===== config.mk =====
export PLATFORM = sky130hd
export DESIGN_NAME = clk_ratio_bank
export DESIGN_NICKNAME = d
export VERILOG_FILES = /design/src/rtl/cdb_pkg.sv /design/src/rtl/cdb_ctrl.sv /design/src/rtl/cdb_datapath.sv /design/src/rtl/clk_ratio_bank.sv
export SDC_FILE = /design/constraint.sdc
export NUM_CORES = 1
export LEC_CHECK = 0
export ABC_CLOCK_PERIOD_IN_PS = 5300
export CORE_MARGIN = 3
export CORE_UTILIZATION = 45
export CTS_CLUSTER_DIAMETER = 30
export DETAILED_ROUTE_END_ITERATION = 12
export PLACE_DENSITY = 0.71
export SYNTH_ARGS = -nofsm -noshare
export SYNTH_HDL_FRONTEND = slang
export SYNTH_SLANG_ARGS = --single-unit

===== constraint.sdc =====
create_clock -name clk -period 5.3 [get_ports clk]
set_clock_uncertainty 0.2 [all_clocks]
set_input_delay 0.53 -clock clk [delete_from_list [all_inputs] [get_ports clk]]
set_output_delay 0.53 -clock clk [all_outputs]
set_load 0.005 [all_outputs]

===== src/rtl/cdb_pkg.sv =====
package cdb_pkg;
  localparam int NUM_OUT = 11;
  localparam int RATIO_W = 8;
  localparam int ADDR_W  = 4;

  // zero-based indices of the software-programmable outputs
  localparam int IDX_SYS2 = 1;
  localparam int IDX_SYS5 = 4;
  localparam int IDX_SLOW = 7;

  localparam logic [ADDR_W-1:0] ADDR_GATE = ADDR_W'(12);
  localparam logic [ADDR_W-1:0] ADDR_GO   = ADDR_W'(13);

  // reset / fixed ratio of each output, zero-based index
  function automatic int baseRatio(input int idx);
    case (idx)
      0:       return 1;
      1:       return 3;
      2:       return 2;
      3:       return 3;
      4:       return 5;
      5:       return 64;
      6:       return 6;
      7:       return 64;
      8:       return 12;
      9:       return 3;
      10:      return 6;
      default: return 1;
    endcase
  endfunction

  function automatic bit isProg(input int idx);
    return (idx == IDX_SYS2) || (idx == IDX_SYS5) || (idx == IDX_SLOW);
  endfunction

  // largest ratio among the hard-wired outputs
  function automatic int fixedMax();
    int m;
    m = 0;
    for (int i = 0; i < NUM_OUT; i++)
      if (!isProg(i) && baseRatio(i) > m) m = baseRatio(i);
    return m;
  endfunction

  // control-to-datapath strobes
  typedef struct packed {
    logic               apply;
    logic [1:0]         gateOn;
    logic [RATIO_W-1:0] ratioSys2;
    logic [RATIO_W-1:0] ratioSys5;
    logic [RATIO_W-1:0] ratioSlow;
  } ctlStrobe_t;
endpackage


===== src/rtl/cdb_ctrl.sv =====
module cdb_ctrl
  import cdb_pkg::*;
#(
  parameter int P2_MIN  = 1,
  parameter int P2_MAX  = 32,
  parameter int R5_MIN  = 5,
  parameter int R5_MAX  = 31,
  parameter int P8_MIN  = 24,
  parameter int P8_MAX  = 80,
  parameter int GO_WAIT = 2
) (
  input  logic                clk,
  input  logic                rstN,
  input  logic                wrEn,
  input  logic [ADDR_W-1:0]   wrAddr,
  input  logic [RATIO_W-1:0]  wrData,
  output ctlStrobe_t          strobe,
  output logic                goBusy,
  output logic [1:0]          cfgErr
);
  localparam int WAIT_W = (GO_WAIT > 0) ? $clog2(GO_WAIT + 1) : 1;
  localparam logic [RATIO_W-1:0] LO2   = RATIO_W'(P2_MIN);
  localparam logic [RATIO_W-1:0] HI2   = RATIO_W'(P2_MAX);
  localparam logic [RATIO_W-1:0] LO5   = RATIO_W'(R5_MIN);
  localparam logic [RATIO_W-1:0] HI5   = RATIO_W'(R5_MAX);
  localparam logic [RATIO_W-1:0] LO8   = RATIO_W'(P8_MIN);
  localparam logic [RATIO_W-1:0] HI8   = RATIO_W'(P8_MAX);
  localparam logic [RATIO_W-1:0] FIXMX = RATIO_W'(fixedMax());
  localparam logic [WAIT_W-1:0]  WAIT_LOAD = WAIT_W'(GO_WAIT);

  logic [RATIO_W-1:0] shadow2, shadow5, shadowSlow;
  logic [1:0]         gateQ;
  logic               busyQ;
  logic [WAIT_W-1:0]  waitCnt;
  logic [1:0]         errQ;

  logic selSys2, selSys5, selSlow, selAny;
  logic rangeBad, orderBad, accept;
  logic goCmd;
  logic [RATIO_W-1:0] otherMax;

  assign selSys2 = wrEn && (wrAddr == ADDR_W'(IDX_SYS2 + 1));
  assign selSys5 = wrEn && (wrAddr == ADDR_W'(IDX_SYS5 + 1));
  assign selSlow = wrEn && (wrAddr == ADDR_W'(IDX_SLOW + 1));
  assign selAny  = selSys2 || selSys5 || selSlow;
  assign goCmd   = wrEn && (wrAddr == ADDR_GO) && wrData[0] && !busyQ;

  // largest ratio the slow output must not undercut
  always_comb begin
    otherMax = FIXMX;
    if (shadow2 > otherMax) otherMax = shadow2;
    if (shadow5 > otherMax) otherMax = shadow5;
  end

  always_comb begin
    rangeBad = 1'b0;
    orderBad = 1'b0;
    if (selSys2) begin
      rangeBad = (wrData < LO2) || (wrData > HI2);
      orderBad = wrData > shadowSlow;
    end else if (selSys5) begin
      rangeBad = (wrData < LO5) || (wrData > HI5);
      orderBad = wrData > shadowSlow;
    end else if (selSlow) begin
      rangeBad = (wrData < LO8) || (wrData > HI8);
      orderBad = wrData < otherMax;
    end
  end

  assign accept = selAny && !rangeBad && !orderBad;

  always_ff @(posedge clk or negedge rstN) begin
    if (!rstN) begin
      shadow2    <= RATIO_W'(baseRatio(IDX_SYS2));
      shadow5    <= RATIO_W'(baseRatio(IDX_SYS5));
      shadowSlow <= RATIO_W'(baseRatio(IDX_SLOW));
      errQ       <= 2'b00;
    end else begin
      if (accept && selSys2) shadow2    <= wrData;
      if (accept && selSys5) shadow5    <= wrData;
      if (accept && selSlow) shadowSlow <= wrData;
      errQ[0] <= errQ[0] | (selAny && rangeBad);
      errQ[1] <= errQ[1] | (selAny && !rangeBad && orderBad);
    end
  end

  always_ff @(posedge clk or negedge rstN) begin
    if (!rstN) begin
      gateQ <= 2'b11;
    end else if (wrEn && (wrAddr == ADDR_GATE)) begin
      gateQ <= wrData[1:0];
    end
  end

  // realign sequencer: settle for GO_WAIT cycles, then one apply cycle
  always_ff @(posedge clk or negedge rstN) begin
    if (!rstN) begin
      busyQ   <= 1'b0;
      waitCnt <= '0;
    end else if (goCmd) begin
      busyQ   <= 1'b1;
      waitCnt <= WAIT_LOAD;
    end else if (busyQ) begin
      if (waitCnt == '0) busyQ <= 1'b0;
      else               waitCnt <= waitCnt - 1'b1;
    end
  end

  assign strobe.apply     = busyQ && (waitCnt == '0);
  assign strobe.gateOn    = gateQ;
  assign strobe.ratioSys2 = shadow2;
  assign strobe.ratioSys5 = shadow5;
  assign strobe.ratioSlow = shadowSlow;
  assign goBusy = busyQ;
  assign cfgErr = errQ;
endmodule


===== src/rtl/cdb_datapath.sv =====
module cdb_datapath
  import cdb_pkg::*;
(
  input  logic               clk,
  input  logic               rstN,
  input  ctlStrobe_t         strobe,
  output logic [NUM_OUT-1:0] pulseOut,
  output logic [NUM_OUT-1:0] levelOut
);
  for (genvar i = 0; i < NUM_OUT; i++) begin : g_div
    localparam logic [RATIO_W-1:0] RST_RATIO = RATIO_W'(baseRatio(i));

    logic [RATIO_W-1:0] ratio;
    logic [RATIO_W-1:0] half;
    logic [RATIO_W-1:0] cnt;
    logic               wrap;
    logic               pulseQ, levelQ;
    logic               enable;

    if (isProg(i)) begin : g_prog
      logic [RATIO_W-1:0] loadVal;
      if (i == IDX_SYS2) begin : g_s2
        assign loadVal = strobe.ratioSys2;
      end else if (i == IDX_SYS5) begin : g_s5
        assign loadVal = strobe.ratioSys5;
      end else begin : g_sl
        assign loadVal = strobe.ratioSlow;
      end
      always_ff @(posedge clk or negedge rstN) begin
        if (!rstN)             ratio <= RST_RATIO;
        else if (strobe.apply) ratio <= loadVal;
      end
    end else begin : g_fixed
      assign ratio = RST_RATIO;
    end

    if (i == IDX_SYS2) begin : g_gate2
      assign enable = strobe.gateOn[0];
    end else if (i == IDX_SYS5) begin : g_gate5
      assign enable = strobe.gateOn[1];
    end else begin : g_open
      assign enable = 1'b1;
    end

    assign half = ratio >> 1;
    assign wrap = (cnt >= ratio - 1'b1);

    always_ff @(posedge clk or negedge rstN) begin
      if (!rstN) begin
        cnt    <= '0;
        pulseQ <= 1'b0;
        levelQ <= 1'b0;
      end else if (strobe.apply) begin
        cnt    <= '0;
        pulseQ <= 1'b0;
        levelQ <= 1'b0;
      end else begin
        cnt    <= wrap ? '0 : cnt + 1'b1;
        pulseQ <= (cnt == '0);
        levelQ <= ratio[0] ? (cnt == '0) : (cnt < half);
      end
    end

    assign pulseOut[i] = pulseQ & enable;
    assign levelOut[i] = levelQ & enable;
  end
endmodule


===== src/rtl/clk_ratio_bank.sv =====
module clk_ratio_bank
  import cdb_pkg::*;
#(
  parameter int R5_MIN  = 5,
  parameter int R5_MAX  = 31,
  parameter int GO_WAIT = 2
) (
  input  logic               clk,
  input  logic               rstN,
  input  logic               wrEn,
  input  logic [ADDR_W-1:0]  wrAddr,
  input  logic [RATIO_W-1:0] wrData,
  output logic [NUM_OUT-1:0] sysPulse,
  output logic [NUM_OUT-1:0] sysClk,
  output logic               goBusy,
  output logic [1:0]         cfgErr
);
  ctlStrobe_t strobe;

  cdb_ctrl #(
    .P2_MIN (1),
    .P2_MAX (32),
    .R5_MIN (R5_MIN),
    .R5_MAX (R5_MAX),
    .P8_MIN (24),
    .P8_MAX (80),
    .GO_WAIT(GO_WAIT)
  ) i_ctrl (
    .clk   (clk),
    .rstN  (rstN),
    .wrEn  (wrEn),
    .wrAddr(wrAddr),
    .wrData(wrData),
    .strobe(strobe),
    .goBusy(goBusy),
    .cfgErr(cfgErr)
  );

  cdb_datapath i_dp (
    .clk     (clk),
    .rstN    (rstN),
    .strobe  (strobe),
    .pulseOut(sysPulse),
    .levelOut(sysClk)
  );
endmodule


== Word level (Yosys, flattened, before mapping) ==
Index checks and enable logic that the tools add are counted.

* Add/subtract/negate cells: 15
* Magnitude comparators: 29
* Eq/ne operators: 6
* Muxes and demuxes: 58
* Bitwise operators: 6
* Reductions and logical operators: 37

{| class="wikitable"
|+ Operators with widths
! operator !! count
|-
| 8-bit 2-to-1 mux || 24
|-
| 8-bit by 1-bit adder with 8-bit output (second input constant) || 11
|-
| 8-bit logical NOT || 11
|-
| 1-bit 2-to-1 mux || 31
|-
| 8-bit greater-or-equal comparator || 3
|-
| 8-bit by 7-bit less-than comparator with 1-bit output || 3
|-
| 8-bit by 1-bit subtractor with 8-bit output (second input constant) || 3
|-
| 8-bit by 1-bit greater-or-equal comparator with 1-bit output (second input constant) || 2
|-
| 8-bit by 2-bit greater-or-equal comparator with 1-bit output (second input constant) || 2
|-
| 8-bit by 3-bit greater-or-equal comparator with 1-bit output (second input constant) || 2
|-
| 8-bit by 7-bit > comparator with 1-bit output (second input constant) || 2
|-
| 8-bit > comparator || 2
|-
| 8-bit by 1-bit less-than comparator with 1-bit output (second input constant) || 2
|-
| 8-bit by 2-bit less-than comparator with 1-bit output (second input constant) || 2
|-
| 8-bit by 3-bit less-than comparator with 1-bit output (second input constant) || 2
|-
| 1-bit logical AND || 15
|-
| 4-bit equality test (second input constant) || 3
|-
| 8-bit by 4-bit greater-or-equal comparator with 1-bit output (second input constant) || 1
|-
| 8-bit by 6-bit greater-or-equal comparator with 1-bit output (second input constant) || 1
|-
| 8-bit by 5-bit > comparator with 1-bit output (second input constant) || 1
|-
| 8-bit by 6-bit > comparator with 1-bit output (second input constant) || 1
|-
| 8-bit by 5-bit less-than comparator with 1-bit output (second input constant) || 1
|-
| 8-bit by 6-bit less-than comparator with 1-bit output (second input constant) || 1
|-
| 8-bit less-than comparator || 1
|-
| other kinds (12) || 24
|}

* Register bits after elaboration: 162
* Input bits: 15
* Output and inout port bits: 25
* Logic and storage cells: 191

== Logic depth before layout (Yosys ltp) ==
* Depth after elaboration: 11
* Depth in mapped cells: 19
* Depth with buffers taken out: 17

== By module ==
A second synthesis with hierarchy kept.

* Cell total of the unflattened synthesis: 804
* Area, all modules: 8,451.9 µm²

{| class="wikitable"
|+ By module, submodules not included
! module !! times used !! cells each !! area each (µm²) !! seq. area each (µm²)
|-
| cdb_datapath || 1 || 587 || 6,281.0 || 3,084.2
|-
| cdb_ctrl || 1 || 217 || 2,170.8 || 784.5
|}

== Worst setup path before layout ==
No wires, ideal clock.

* Kind: reg2reg
* From: register i_ctrl.shadow2[6]
* To: register i_ctrl.shadowSlow[0]
* Setup time: 0.125 ns
* Arrival: 4.303 ns
* Required time: 4.975 ns
* Slack: 0.672 ns
* Cell stages (with the launch flop): 18
* Path buffers: 2
* Period minus slack after synthesis: 4.628 ns
* Cell sequence: dfrtp_1 > or2_2 > clkbuf_1 > nand2_1 > ha_1 > nor2b_1 > o211ai_1 > a21oi_1 > o21ai_0 > clkbuf_1 > mux2i_1 > ha_1 > inv_1 > o2111a_1 > and3_1 > a311o_2 > nor4_4 > mux2_2

* Cells in the longest elaborated chain, start to end: 11

{| class="wikitable"
|+ RTL lines
! what !! RTL line !! RTL
|-
| start: declaration || cdb_ctrl.sv:31 || <nowiki>logic [RATIO_W-1:0] shadow2, shadow5, shadowSlow;</nowiki>
|-
| start signal: assignment || cdb_ctrl.sv:74 || <nowiki>shadow2 <= RATIO_W'(baseRatio(IDX_SYS2));</nowiki>
|-
| start signal: assignment || cdb_ctrl.sv:79 || <nowiki>if (accept && selSys2) shadow2 <= wrData;</nowiki>
|-
| 8-bit by 7-bit > comparator with 1-bit output || cdb_ctrl.sv:51 || <nowiki>if (shadow2 > otherMax) otherMax = shadow2;</nowiki>
|-
| 8-bit 2-to-1 mux * || cdb_ctrl.sv:51 ||
|-
| 8-bit > comparator || cdb_ctrl.sv:52 || <nowiki>if (shadow5 > otherMax) otherMax = shadow5;</nowiki>
|-
| 8-bit 2-to-1 mux * || cdb_ctrl.sv:52 ||
|-
| 8-bit less-than comparator * || cdb_ctrl.sv:66 || <nowiki>orderBad = wrData < otherMax;</nowiki>
|-
| 1-bit 2-to-1 mux * || cdb_ctrl.sv:64 || <nowiki>end else if (selSlow) begin</nowiki>
|-
| 1-bit 2-to-1 mux * || cdb_ctrl.sv:61 || <nowiki>end else if (selSys5) begin</nowiki>
|-
| 1-bit 2-to-1 mux * || cdb_ctrl.sv:58 || <nowiki>if (selSys2) begin</nowiki>
|-
| 1-bit logical NOT * || cdb_ctrl.sv:70 || <nowiki>assign accept = selAny && !rangeBad && !orderBad;</nowiki>
|-
| 1-bit logical AND * || cdb_ctrl.sv:70 ||
|-
| 1-bit logical AND * || cdb_ctrl.sv:81 || <nowiki>if (accept && selSlow) shadowSlow <= wrData;</nowiki>
|-
| end signal: assignment || cdb_ctrl.sv:76 || <nowiki>shadowSlow <= RATIO_W'(baseRatio(IDX_SLOW));</nowiki>
|-
| end signal: assignment || cdb_ctrl.sv:81 ||
|-
| end: declaration || cdb_ctrl.sv:31 ||
|}

Mark *: on every way between the ends. The rest lies on a longest branch, timed or not.
A chain may end at the register's enable or synchronous reset.

== Worst setup path in the final report ==
* From: register i_ctrl.shadow2[6]
* To: register i_ctrl.shadowSlow[4]

The elaborated chain is that of the path after synthesis.

==> flow_summary.yaml <==
worst_setup_path:
  end_kind: "flop"
  cp.arrival_ps: 4830
  crit_slowest_cell: "nor4_4"
  endpoint: "i_ctrl.shadowSlow[4]$_DFFE_PN0P_"
  max_stage_delay_ps: 520
  path_depth: 15
  r2r_cells: 15
  startpoint_type: "flop"
  critPathBufInv: 0
  rr_endpoint: "i_ctrl.shadowSlow[4]$_DFFE_PN0P_"
  r2r_setup_slack_ps: 590
  critPathMaxFanout: 11
  critical-path-top-delay-family: "simple AND/OR/NAND/NOR gates"
  path_class: "flop to flop"
  path_cells: "or2_2 > nand2_1 > ha_1 > nor2b_1 > o211ai_1 > a21oi_1 > o21ai_0 > mux2_2 > ha_1 > a21oi_1 > o2111a_1 > and3_1 > a311o_2 > nor4_4 > mux2_2"
  r2r_start: "i_ctrl.shadow2[6]$_DFFE_PN0P_"
  critical_path_required_ps: 5410
  crit_start: "i_ctrl.shadow2[6]$_DFFE_PN0P_"
global_route:
  grt_pass1_wl_um: 26930
  antenna_found_initial: 0
  grt_start_max_net_pins: 102
  overflow: 0
  grt_pass1_vias: 5563
  track_usage: 0.1681
clock_tree:
  cts.reportedPaths.clkPinSlew_ps: 70
  clk-insertion-delay-late_ps: 430
  root_buffer: "clkbuf_16"
  numCtsBuffers: 17
  cts_hold_buf: 0
  cts_tree: "built"
  cts_resized: 0
  postCtsSetupBuffers: 0
  clk_path_buf_depth: 2
  htree_levels: 4
  cts_sinks: 154
route:
  ant_nets: 0
  wl_um: 15220
  dr.pass1.iters: 4
  via_per_inst: 5.092
  drc: 0
  wl_per_cell_um: 14.05
  route.vias.total: 5515
  met3_length_um: 580
  highest_layer: "met4"
  drt-met1-wl_um: 7069
  first_iter_violations: 300
  wl_met2_um: 7225
floorplan:
  core_area_mm2: 0.01754
  start_util: 0.4656
  dieArea_mm2: 0.01980
  std_cell_rows: 48
  dieHeight_um: 140.7
  ios: 40
  die_w_um: 140.7
layout:
  fin_area_mm2: 0.009402
  antenna_cells: 0
  nFillCells: 1590
  area_growth_pct: 15.14
  nNetsFinal: 956
  drive_gt1_frac: 0.08974
sta:
  slew_headroom: 0.4046
  period_share: 0.8890
  timing.fmax_mhz: 212.2
  tns_ps: 0
  timing.final.crit_period_ps: 4712
  worst_pin_slew_ps: 893.1
  rsz0062_at_grt: "no"
  hold_viol_final: 15
  slew_viol_final: 0
  holdWs_ps: -20.77
  setup_viol: 0
power_and_ir_drop:
  peakVddDrop_mv: 0.2638
  leakagePower_nw: 4.409
  power.total_mw: 3.964
  powerDensity_mw_per_mm2: 421.6
min_path:
  hold_path.class: "input pin to async pin"
yosys:
  ys_types: 55
  ys_seq_elements: 154
  synth.most_common_cell: "dfrtp_1"
  yosysWarningCount: 0
  synthArstFlopShare: 1.000
  synth_area_mm2: 0.008165
  ys_seq_area_frac: 0.4738
  synthCells: 783
  synth_area_leader_cell: "dfrtp_1"
  synth_common_cells: "dfrtp_1, ha_1, nor2_1, inv_1, nand2_1"
  synth_area_leaders: "dfrtp_1, ha_1, dfstp_2"
  synth_area_per_cell_um2: 10.43
  yosysTopAreaCellShare: 0.4352
  synth-edff-count: 0
  ys.flop_type: "dfrtp_1"
place:
  io_buffers: 39
  hpwl_um: 11000
  post_dp_cell_area_mm2: 0.008798
  place.gp.congestion: 0.8971
flow_run:
  max_cap_violations: 0
run_status:
  status: "finished with violations"
  violations: "negative hold slack"
-- per-layer routing --
metal,vias to the layer above,GRT usage
met5,-,0
met4,0,0.06425
met3,26,0.03969
met2,77,0.2651
met1,2654,0.2261
li1,2758,-
-- flip-flops by register name, summed over array words and instances (netlist names), 8 cells and up --
| signal | flops |
|---|---|
| i_dp.g_div.levelQ | 8 |
| i_ctrl.shadow2 | 8 |
| i_dp.g_div.pulseQ | 11 |
| i_ctrl.shadow5 | 8 |
| i_ctrl.shadowSlow | 8 |
| i_dp.g_div.cnt | 80 |
| i_dp.g_div.ratio | 24 |
-- per-stage QoR --
step / hold WS (ps) / worst slack [ps] / utilization / instances
3_3_place_gp: 220.7 / 721.9 / 0.5017 / 1051
5_1_grt: 52.75 / 330.9 / 0.5361 / 1083
6_report: -20.77 / 588.3 / 0.5361 / 1083
4_1_cts: 24.60 / 618.6 / 0.5361 / 1083
3_5_place_dp: 221.7 / 619.1 / 0.5017 / 1051
2_1_floorplan: 34.41 / 672.4 / - / 811
-- placed cells by master, fill, tap and decap left out, types with 7 or more instances in the layout --
master and count:
xor2_1 17, dfrtp_1 142, clkbuf_16 17, xnor2_1 30, and3_1 8, inv_6 7
a211oi_1 11, dfstp_2 12, nand3_1 32, nor2_1 81, inv_1 79, nor4_1 11
ha_1 96, clkdlybuf4s50_1 38, nand2b_1 9, a21o_1 24, conb_1 29, a21oi_1 13
o21ai_0 36, nor3_1 11, mux2_2 19, nand2_1 47
-- worst register-to-register path: cells and delay by family, from the launching register on --
kind / cells / cell delay, ps
compound gates: 6 / 1290
mux: 2 / 780
simple gates: 5 / 1380
flops: 1 / 400
fa+ha+maj: 2 / 560
-- final cells by class --
| cell class | instances | area [um^2] | area share |
|---|---|---|---|
| flip-flops and latches | 154 | 3869 | 0.4115 |
| repair buffers | 42 | 414.1 | 0.04405 |
| clock inverters | 14 | 163.9 | 0.01743 |
| multi-input cells | 551 | 3938 | 0.4188 |
| well taps | 225 | 281.5 | 0.02994 |
| clock buffers | 18 | 439.2 | 0.04671 |
| inverters | 79 | 296.5 | 0.03154 |
-- power by group --
group / total, mW / leakage [nW] / internal (mW) / switching, mW
logic: 1.16 / 2.17 / 0.576 / 0.584
registers: 1.57 / 1.94 / 1.37 / 0.205
clock network: 1.23 / 0.300 / 0.689 / 0.543
-- kinds of logic (layout without fill, tap and decap cells) --
| logic type | Yosys count | in the layout | synth area share |
|---|---|---|---|
| AO/OA/AOI/OAI | 116 | 116 | 0.09363 |
| XOR/XNOR | 47 | 47 | 0.05041 |
| adder cells (fa/ha/maj) | 96 | 96 | 0.1471 |
| buffers and inverters | 106 | 153 | 0.05700 |
| flip-flops | 154 | 154 | 0.4738 |
| multiplexers | 23 | 23 | 0.03126 |
| other | 1 | 29 | 0.0004593 |
| AND/OR/NAND/NOR | 240 | 240 | 0.1463 |
-- worst min path at each step --
stage	startpoint	slack, ps	endpoint	cells past startpoint
after floorplan	rstN	30	i_ctrl.cfgErr[0]$_DFF_PN0_	0
after global placement	i_dp.g_div[2].cnt[3]$_DFF_PN0_	220	i_dp.g_div[2].pulseQ$_DFF_PN0_	1
after detailed placement	i_dp.g_div[2].cnt[3]$_DFF_PN0_	220	i_dp.g_div[2].pulseQ$_DFF_PN0_	1
after CTS	rstN	20	i_dp.g_div[10].cnt[1]$_DFF_PN0_	1
after global routing	rstN	50	i_dp.g_div[10].cnt[2]$_DFF_PN0_	1
final	rstN	-20	i_dp.g_div[10].cnt[2]$_DFF_PN0_	1
Power figures use the tool's default switching activity.
